### config.mk
export PLATFORM = sky130hd
export DESIGN_NAME = sfifo_irq_ctrl
export DESIGN_NICKNAME = d
export VERILOG_FILES = /design/src/rtl/sfic_pkg.sv /design/src/rtl/sfic_ctrl_reg.sv /design/src/rtl/sfic_flag_cell.sv /design/src/rtl/sfic_irq_regs.sv /design/src/rtl/sfifo_irq_ctrl.sv
export SDC_FILE = /design/constraint.sdc
export NUM_CORES = 1
export LEC_CHECK = 0
export BUFFER_PORTS_ARGS = -buffer_cell sky130_fd_sc_hd__buf_2
export CAP_MARGIN = 25
export CORE_MARGIN = 2
export CORE_UTILIZATION = 39
export DETAILED_ROUTE_END_ITERATION = 8
export HOLD_SLACK_MARGIN = 0.06
export PLACE_DENSITY = 0.75
export SYNTH_ARGS = -nofsm -noshare
export SYNTH_HDL_FRONTEND = slang
export SYNTH_SLANG_ARGS = --single-unit
export TNS_END_PERCENT = 1
### constraint.sdc
create_clock -name clk -period 1 [get_ports clk]
set_input_delay 0.2 -clock clk [delete_from_list [all_inputs] [get_ports clk]]
set_output_delay 0.2 -clock clk [all_outputs]
set_load 0.03 [all_outputs]
### src/rtl/sfic_pkg.sv
// Package: register layout constants and the control-register type shared
// by the serial FIFO interrupt control unit.
package sfic_pkg;

    localparam int unsigned DATA_W    = 8;
    localparam int unsigned NUM_FLAGS = 4;

    // Flag order inside the status register (bit index = enum value)
    typedef enum logic [1:0] {
        FLG_TXE = 2'd0,
        FLG_RXF = 2'd1,
        FLG_ERR = 2'd2,
        FLG_BRK = 2'd3
    } flag_idx_e;

    // Writable bits of the control register; bits 3:2 are reserved
    localparam logic [DATA_W-1:0] CTRL_WMASK = 8'hF3;

    typedef struct packed {
        logic       tie;   // transmit interrupt enable
        logic       rie;   // receive interrupt enable
        logic       te;    // transmitter enable
        logic       re;    // receiver enable
        logic [1:0] cks;   // clock source select
    } ctrl_t;

endpackage

### src/rtl/sfic_ctrl_reg.sv
// Module: control register.
// Holds the masked control byte and splits it into named fields.
// Assumes: standby has priority over a write in the same cycle; reserved
// bits are masked on write so they always read back as zero.
module sfic_ctrl_reg
    import sfic_pkg::*;
(
    input  logic              clk,
    input  logic              rst_n,
    input  logic              standby_i,
    input  logic              wr_i,
    input  logic [DATA_W-1:0] wdata_i,
    output logic [DATA_W-1:0] raw_o,
    output ctrl_t             cfg_o
);

    logic [DATA_W-1:0] reg_q;

    // Capture masked write data; reset and standby both clear the byte
    always_ff @(posedge clk) begin
        if (!rst_n || standby_i) begin
            reg_q <= '0;
        end else if (wr_i) begin
            reg_q <= wdata_i & CTRL_WMASK;
        end
    end

    // Decode the stored byte into fields
    always_comb begin
        cfg_o.tie = reg_q[7];
        cfg_o.rie = reg_q[6];
        cfg_o.te  = reg_q[5];
        cfg_o.re  = reg_q[4];
        cfg_o.cks = reg_q[1:0];
        raw_o     = reg_q;
    end

endmodule

### src/rtl/sfic_flag_cell.sv
// Module: one sticky status flag with its read-then-write-zero handshake.
// The flag sets on set_i and clears when a status write carries 0 in its
// bit, the flag is armed and clr_ok_i allows it. A set in the same cycle wins.
// Assumes: rd_hit_i / wr_hit_i are already qualified by the status address.
module sfic_flag_cell (
    input  logic clk,
    input  logic rst_n,
    input  logic set_i,
    input  logic clr_ok_i,
    input  logic rd_hit_i,
    input  logic wr_hit_i,
    input  logic wbit_i,
    output logic flag_o,
    output logic armed_o
);

    logic flag_q;
    logic armed_q;
    logic clear_now;

    // A clear is permitted only after an armed read and when the level allows
    always_comb begin
        clear_now = wr_hit_i && !wbit_i && armed_q && clr_ok_i;
    end

    // Flag register: set has priority over clear
    always_ff @(posedge clk) begin
        if (!rst_n) begin
            flag_q <= 1'b0;
        end else if (set_i) begin
            flag_q <= 1'b1;
        end else if (clear_now) begin
            flag_q <= 1'b0;
        end
    end

    // Arm on a read that sees 1; any status write disarms
    always_ff @(posedge clk) begin
        if (!rst_n) begin
            armed_q <= 1'b0;
        end else if (wr_hit_i) begin
            armed_q <= 1'b0;
        end else if (rd_hit_i && flag_q) begin
            armed_q <= 1'b1;
        end
    end

    assign flag_o  = flag_q;
    assign armed_o = armed_q;

endmodule

### src/rtl/sfic_irq_regs.sv
// Module: registered interrupt outputs, one per flag.
// Each request is the flag ANDed with its enable, registered once so that
// the output moves exactly one edge after either input moves.
module sfic_irq_regs #(
    parameter int unsigned N = 4
) (
    input  logic         clk,
    input  logic         rst_n,
    input  logic [N-1:0] flag_i,
    input  logic [N-1:0] en_i,
    output logic [N-1:0] irq_o
);

    logic [N-1:0] irq_q;

    // Register the gated requests
    always_ff @(posedge clk) begin
        if (!rst_n) begin
            irq_q <= '0;
        end else begin
            irq_q <= flag_i & en_i;
        end
    end

    assign irq_o = irq_q;

endmodule

### src/rtl/sfifo_irq_ctrl.sv
// Module: serial FIFO interrupt control unit (top).
// Decodes the register bus, derives set and clear-permit conditions from
// the FIFO fill levels and event pulses, keeps one flag cell per status bit,
// and registers the four interrupt requests.
// Assumes: address 0 is control, address 1 is status; other addresses read
// zero and ignore writes. FIFO counts and triggers are in entries.
module sfifo_irq_ctrl
    import sfic_pkg::*;
#(
    parameter int unsigned DEPTH  = 16,
    parameter int unsigned ADDR_W = 2,
    localparam int unsigned CNT_W = $clog2(DEPTH + 1)
) (
    input  logic              clk,
    input  logic              rst_n,
    input  logic              standby,
    input  logic              bus_wr,
    input  logic              bus_rd,
    input  logic [ADDR_W-1:0] bus_addr,
    input  logic [DATA_W-1:0] bus_wdata,
    output logic [DATA_W-1:0] bus_rdata,
    input  logic [CNT_W-1:0]  tx_count,
    input  logic [CNT_W-1:0]  tx_trig,
    input  logic [CNT_W-1:0]  rx_count,
    input  logic [CNT_W-1:0]  rx_trig,
    input  logic              rx_err_pulse,
    input  logic              rx_brk_pulse,
    output logic              irq_txe,
    output logic              irq_rxf,
    output logic              irq_err,
    output logic              irq_brk,
    output logic              tx_en,
    output logic              rx_en,
    output logic [1:0]        clk_sel
);

    localparam logic [ADDR_W-1:0] ADDR_CTRL = ADDR_W'(0);
    localparam logic [ADDR_W-1:0] ADDR_STAT = ADDR_W'(1);

    logic                 ctrl_wr;
    logic                 stat_wr;
    logic                 stat_rd;
    logic [DATA_W-1:0]    ctrl_raw;
    ctrl_t                cfg;
    logic                 tie_w;
    logic                 rie_w;
    logic [NUM_FLAGS-1:0] set_vec;
    logic [NUM_FLAGS-1:0] ok_vec;
    logic [NUM_FLAGS-1:0] en_vec;
    logic [NUM_FLAGS-1:0] flags_w;
    logic [NUM_FLAGS-1:0] armed_w;
    logic [NUM_FLAGS-1:0] irq_w;

    // Address decode of the register bus
    always_comb begin
        ctrl_wr = bus_wr && (bus_addr == ADDR_CTRL);
        stat_wr = bus_wr && (bus_addr == ADDR_STAT);
        stat_rd = bus_rd && (bus_addr == ADDR_STAT);
    end

    sfic_ctrl_reg u_ctrl (
        .clk       (clk),
        .rst_n     (rst_n),
        .standby_i (standby),
        .wr_i      (ctrl_wr),
        .wdata_i   (bus_wdata),
        .raw_o     (ctrl_raw),
        .cfg_o     (cfg)
    );

    // Set conditions, clear permits and interrupt enables per flag
    always_comb begin
        tie_w = cfg.tie;
        rie_w = cfg.rie;

        set_vec[FLG_TXE] = (tx_count < tx_trig);
        ok_vec[FLG_TXE]  = (tx_count > tx_trig);
        en_vec[FLG_TXE]  = tie_w;

        set_vec[FLG_RXF] = (rx_count >= rx_trig);
        ok_vec[FLG_RXF]  = (rx_count < rx_trig);
        en_vec[FLG_RXF]  = rie_w;

        set_vec[FLG_ERR] = rx_err_pulse;
        ok_vec[FLG_ERR]  = 1'b1;
        en_vec[FLG_ERR]  = rie_w;

        set_vec[FLG_BRK] = rx_brk_pulse;
        ok_vec[FLG_BRK]  = 1'b1;
        en_vec[FLG_BRK]  = rie_w;
    end

    // One handshake cell per status bit
    for (genvar g = 0; g < NUM_FLAGS; g++) begin : g_flag
        sfic_flag_cell u_cell (
            .clk      (clk),
            .rst_n    (rst_n),
            .set_i    (set_vec[g]),
            .clr_ok_i (ok_vec[g]),
            .rd_hit_i (stat_rd),
            .wr_hit_i (stat_wr),
            .wbit_i   (bus_wdata[g]),
            .flag_o   (flags_w[g]),
            .armed_o  (armed_w[g])
        );
    end

    sfic_irq_regs #(.N(NUM_FLAGS)) u_irq (
        .clk    (clk),
        .rst_n  (rst_n),
        .flag_i (flags_w),
        .en_i   (en_vec),
        .irq_o  (irq_w)
    );

    // Read data multiplexer
    always_comb begin
        case (bus_addr)
            ADDR_CTRL: bus_rdata = ctrl_raw;
            ADDR_STAT: bus_rdata = {{(DATA_W - NUM_FLAGS){1'b0}}, flags_w};
            default:   bus_rdata = '0;
        endcase
    end

    // Output mapping
    always_comb begin
        irq_txe = irq_w[FLG_TXE];
        irq_rxf = irq_w[FLG_RXF];
        irq_err = irq_w[FLG_ERR];
        irq_brk = irq_w[FLG_BRK];
        tx_en   = cfg.te;
        rx_en   = cfg.re;
        clk_sel = cfg.cks;
    end

endmodule

=== After elaboration in Yosys (flattened, before gate mapping) ===
Index checks and enable logic that the tools add are counted.

* Register bits after elaboration: 18
* Input bits: 37
* Logic and storage cells: 55

* $lt $le $gt $ge: 4
* Eq/ne operators: 1
* Muxes and demuxes: 9
* Bitwise operators: 2
* Reduce and logical (&&, ||, !) cells: 29

{| class="wikitable"
|+ Operators by type and width
! cell !! count
|-
| logical AND 1 bit || 17
|-
| one-hot mux 8 bit (2 select lines) || 1
|-
| less-than comparator 5 bit || 2
|-
| two-way mux 1 bit || 8
|-
| nonzero test 2 bit || 4
|-
| greater-or-equal comparator 5 bit || 1
|-
| > comparator 5 bit || 1
|-
| logical NOT 1 bit || 5
|-
| AND 4 bit || 1
|-
| equality test 2 x 1 -> 1 bit (second input constant) || 1
|-
| logical NOT 2 bit || 1
|-
| OR reduction 2 bit || 1
|-
| logical OR 1 bit || 1
|-
| inverter 1 bit || 1
|}

=== Logic depth before layout (Yosys ltp) ===
* Depth in word-level cells: 7
* Mapped depth: 6
* Gate-level depth less buffers: 6

=== Hierarchy ===
Synthesis repeated with hierarchy kept, for this count alone.

* Cell total of the unflattened synthesis: 123
* Area total of the unflattened synthesis: 1,073.5 um^2

{| class="wikitable"
|+ Modules (own cells, without submodules)
! module !! instances !! cells an instance !! area an instance (um^2)
|-
| sfifo_irq_ctrl || 1 || 54 || 369.1
|-
| sfic_flag_cell || 4 || 8 || 78.8
|-
| sfic_ctrl_reg || 1 || 29 || 284.0
|-
| sfic_irq_regs || 1 || 8 || 105.1
|}

=== Least setup slack after synthesis ===
Ideal clock, no wire load.

* Kind: register -> output
* Start: reg u_ctrl.reg_q[4] (netlist: u_ctrl.raw_o[4])
* End: out bus_rdata[4]
* Arrival time: 0.844 ns
* Path slack: -0.044 ns
* Stages on the path, launching flop included: 2
* Buffers on the path: 0
* Cells stage by stage: dfxtp_1 -> and2_1

* Longest elaborated chain between the ends: 1

{| class="wikitable"
|+ RTL lines
! element !! line !! source
|-
| start, declared || sfic_ctrl_reg.sv:17 || <nowiki>logic [DATA_W-1:0] reg_q;</nowiki>
|-
| start signal, assigned || sfic_ctrl_reg.sv:24 || <nowiki>reg_q <= wdata_i & CTRL_WMASK;</nowiki>
|-
| one-hot mux 8 bit (2 select lines) || sfifo_irq_ctrl.sv:118 || <nowiki>case (bus_addr)</nowiki>
|-
| end, declared || sfifo_irq_ctrl.sv:21 || <nowiki>output logic [DATA_W-1:0] bus_rdata,</nowiki>
|}

Every way passes these cells.

=== Worst setup path in the final report ===
* Start: reg u_ctrl.reg_q[0] (netlist: u_ctrl.raw_o[0])
* End: out bus_rdata[0]

Same word-level chain as after synthesis.

==> summary.txt <==
CTS Root Cell: clkbuf_4
H-tree levels: 1
worst hold path depth: 3
status: finished with violations
WHS Endpoint: g_flag[2].u_cell.flag_o
Leakage Power: 0.7550 nW
Least-Margin Pin Slew: 247.9 ps
Synth Area in Compound Gates: 11.36%
total gr overflow: 0
Sw Pwr: 0.0003865 W
largest net degree at the start of global routing: 11
hpwl dp: 1.861 mm
Setup Crit Path Kind: register to primary output
area delta synth->final: 50.52%
xor and xnor area share after synthesis: 0%
Post-DRT Antenna Nets: 0
Synth Cell Area: 958.4 µm²
flip-flop and latch count after synthesis: 18
Residual DRC: 0
GRT Util Overall: 18.50%
Hold Path Class: primary input to register
Net Sw Frac: 25.59%
core area: 0.002276 mm²
Worst Path Max Fanout: 3
minimum clock period: 1183 ps
# setup viols final: 10
crit path DAT: 980 ps
vias in the first global route: 953
first-pass GRT wire length: 3.843 mm
yosys warns: 0
Final #Nets: 218
FF-to-FF path depth: 3
CTS tree: yes
clock share of power: 29.4%
first drt pass iteration count: 4
CTS Buf Count: 3
initial antenna violation count: 0
skew final: 0.9741 ps
Layout Utilization: 63.39%
RSZ-0062 raised after global routing: true
clk buf depth: 2
combinational share of power: 20.6%
WP data required: 800 ps
VDD IR-drop max: 0.6497 mV
final WL: 2.310 mm
CTS clk-pin slew, worst paths: 100 ps
Synth Area per Inst: 8.713 µm²
CP Launch Type: register
reg-to-reg endpoint: g_flag[0].u_cell.flag_o
slew margin rel.: 83.29%
Final Hold Violating Endpoints: 0
largest family of logic cells by synthesized area: simple AND/OR/NAND/NOR gates
fraction of layout cells with a size suffix above 1: 50.59%
post-synthesis instance total: 110
Max Cap Viol: 0
Reg2Reg Launch Point: g_flag[0].u_cell.armed_o
quantity of I/O buffers inserted on ports: 52
Via-to-Cell Ratio: 4.854
die height: 53.58 µm
syn nets: 157
clk_lat worst skew: 290 ps
mux contribution to synthesized area: 8.355%
fmax: 845.0 MHz
Cell Int Power: 0.001124 W
min-delay src: rx_err_pulse
Final Wtd Congestion: 0.7333
Seq pwr share: 50.0%
Final Cycle Share: 118.3%
Adder-Cell Fraction of Synth Area: 13.05%
most common cell after layout, fill and taps aside: buf_2
Initial Utilization: 42.11%
row count: 17
DIE AREA: 0.002870 mm²
PD cells: 1047 mW/mm²
Die Wd: 53.58 µm
Slew Limit Fails: 0
crit path setup slack, layout: -183.5 ps
Initial DRC Count: 14
R2R setup slack: 80 ps
commonest non-fill, non-tap cells in the layout: 36 x buf_2, 16 x inv_1, 13 x nor2_1, 13 x buf_6, 12 x dfxtp_2
vias: 961
# diodes: 0
failing checks: negative setup slack
Distinct cells, synth: 22
critical path capture point type: primary output
drt wl/cell: 11.67 µm
Setup TNS: -1137 ps
simple-gate share of the synthesized area: 21.02%
Seq/Total Area, Yosys: 37.60%
I/O pin cnt: 53
CTS sink count: 18
[power groups by stage]
stage               Clock (W)  Combinational, W  Sequential (W)
detailed placement          0          0.000287        0.000772
finish               0.000444          0.000310        0.000755
global route         0.000495          0.000350        0.000759
floorplan                   0          0.000150        0.000772
global placement            0          0.000272        0.000771
CTS                  0.000444          0.000310        0.000756
[layer usage]
layer / wire length, µm / global-route usage (%)
met1: 894 / 18.79
met2: 1228 / 37.04
met3: 144 / 3.333
met4: 42 / 6.410
met5: 0 / 0
[critical path: stages (launching register included)]
cell and delay, ps:
dfxtp_2 350, mux2i_1 130, nor2_1 60, buf_4 160
[cells in the mapped netlist, drive strengths merged]
cell / instances / area, µm²
dfxtp: 18 / 360.4
inv: 16 / 60.06
nor2: 14 / 55.06
ha: 10 / 125.1
a21oi: 9 / 45.04
and2: 8 / 50.05
mux2i: 8 / 80.08
o21ai: 5 / 25.02
and3: 4 / 25.02
nand2b: 4 / 25.02
buf: 3 / 22.52
nand2: 3 / 18.77
a211oi: 1 / 7.510
a31oi: 1 / 6.260
and2b: 1 / 10.01
nand3: 1 / 5.000
nand4: 1 / 6.260
nor2b: 1 / 6.260
o221ai: 1 / 8.760
o41ai: 1 / 16.27
[through the flow]
stage	hold WS, ps	worst slack (ps)	cells	total power [W]	instance area, µm²
CTS	129.9	-179.0	198	0.001510	1403
floorplan	329.5	-44.25	110	0.0009222	959.7
detailed placement	450.1	-213.0	192	0.001058	1270
global placement	438.0	-150.8	192	0.001043	1270
global route	114.5	-270.1	198	0.001605	1443
finish	128.8	-183.5	198	0.001510	1443
[cell families (layout without fill, tap and decap cells)]
family | count (synthesis) | after routing
AO/OA/AOI/OAI | 18 | 18
flip-flops | 18 | 18
adder cells (fa/ha/maj) | 10 | 10
buffers and inverters | 19 | 79
AND/OR/NAND/NOR | 37 | 37
multiplexers | 8 | 8
[how the worst max path moves through the flow]
stage | startpoint | to | slack [ps] | depth (start not counted)
2_1_floorplan | u_ctrl.raw_o[5] | bus_rdata[5] | -40 | 1
3_3_place_gp | tx_count[3] | g_flag[0].u_cell.flag_o | -150 | 6
3_5_place_dp | tx_count[3] | g_flag[0].u_cell.flag_o | -210 | 6
4_1_cts | g_flag[1].u_cell.flag_o | bus_rdata[1] | -180 | 3
5_1_grt | u_ctrl.raw_o[1] | bus_rdata[1] | -270 | 3
6_report | u_ctrl.raw_o[0] | bus_rdata[0] | -180 | 3
[area by class of cell]
type / count / area [µm²]
Timing Repair Buffer: 59 / 401.6
Inverter: 16 / 60.06
Clock buffer: 4 / 36.28
Tap cell: 28 / 35.03
Fill cell: 202 / 833.3
Multi-Input combinational cell: 73 / 530.5
Sequential cell: 18 / 379.1
[what timing repair did]
item	4_1_cts	5_1_grt
gates resized for setup	34	19
hold buffers	0	0
pin swaps	0	1
endpoints found under the setup margin	12	16
buffers inserted	2	0
[flip-flops by register name, indices dropped and copies added (netlist names)]
name and flops:
g_flag.u_cell.flag_o 4, u_irq.irq_o 4, u_ctrl.raw_o 6, g_flag.u_cell.armed_o 4
Note: power is estimated with default switching activity, not from simulation.
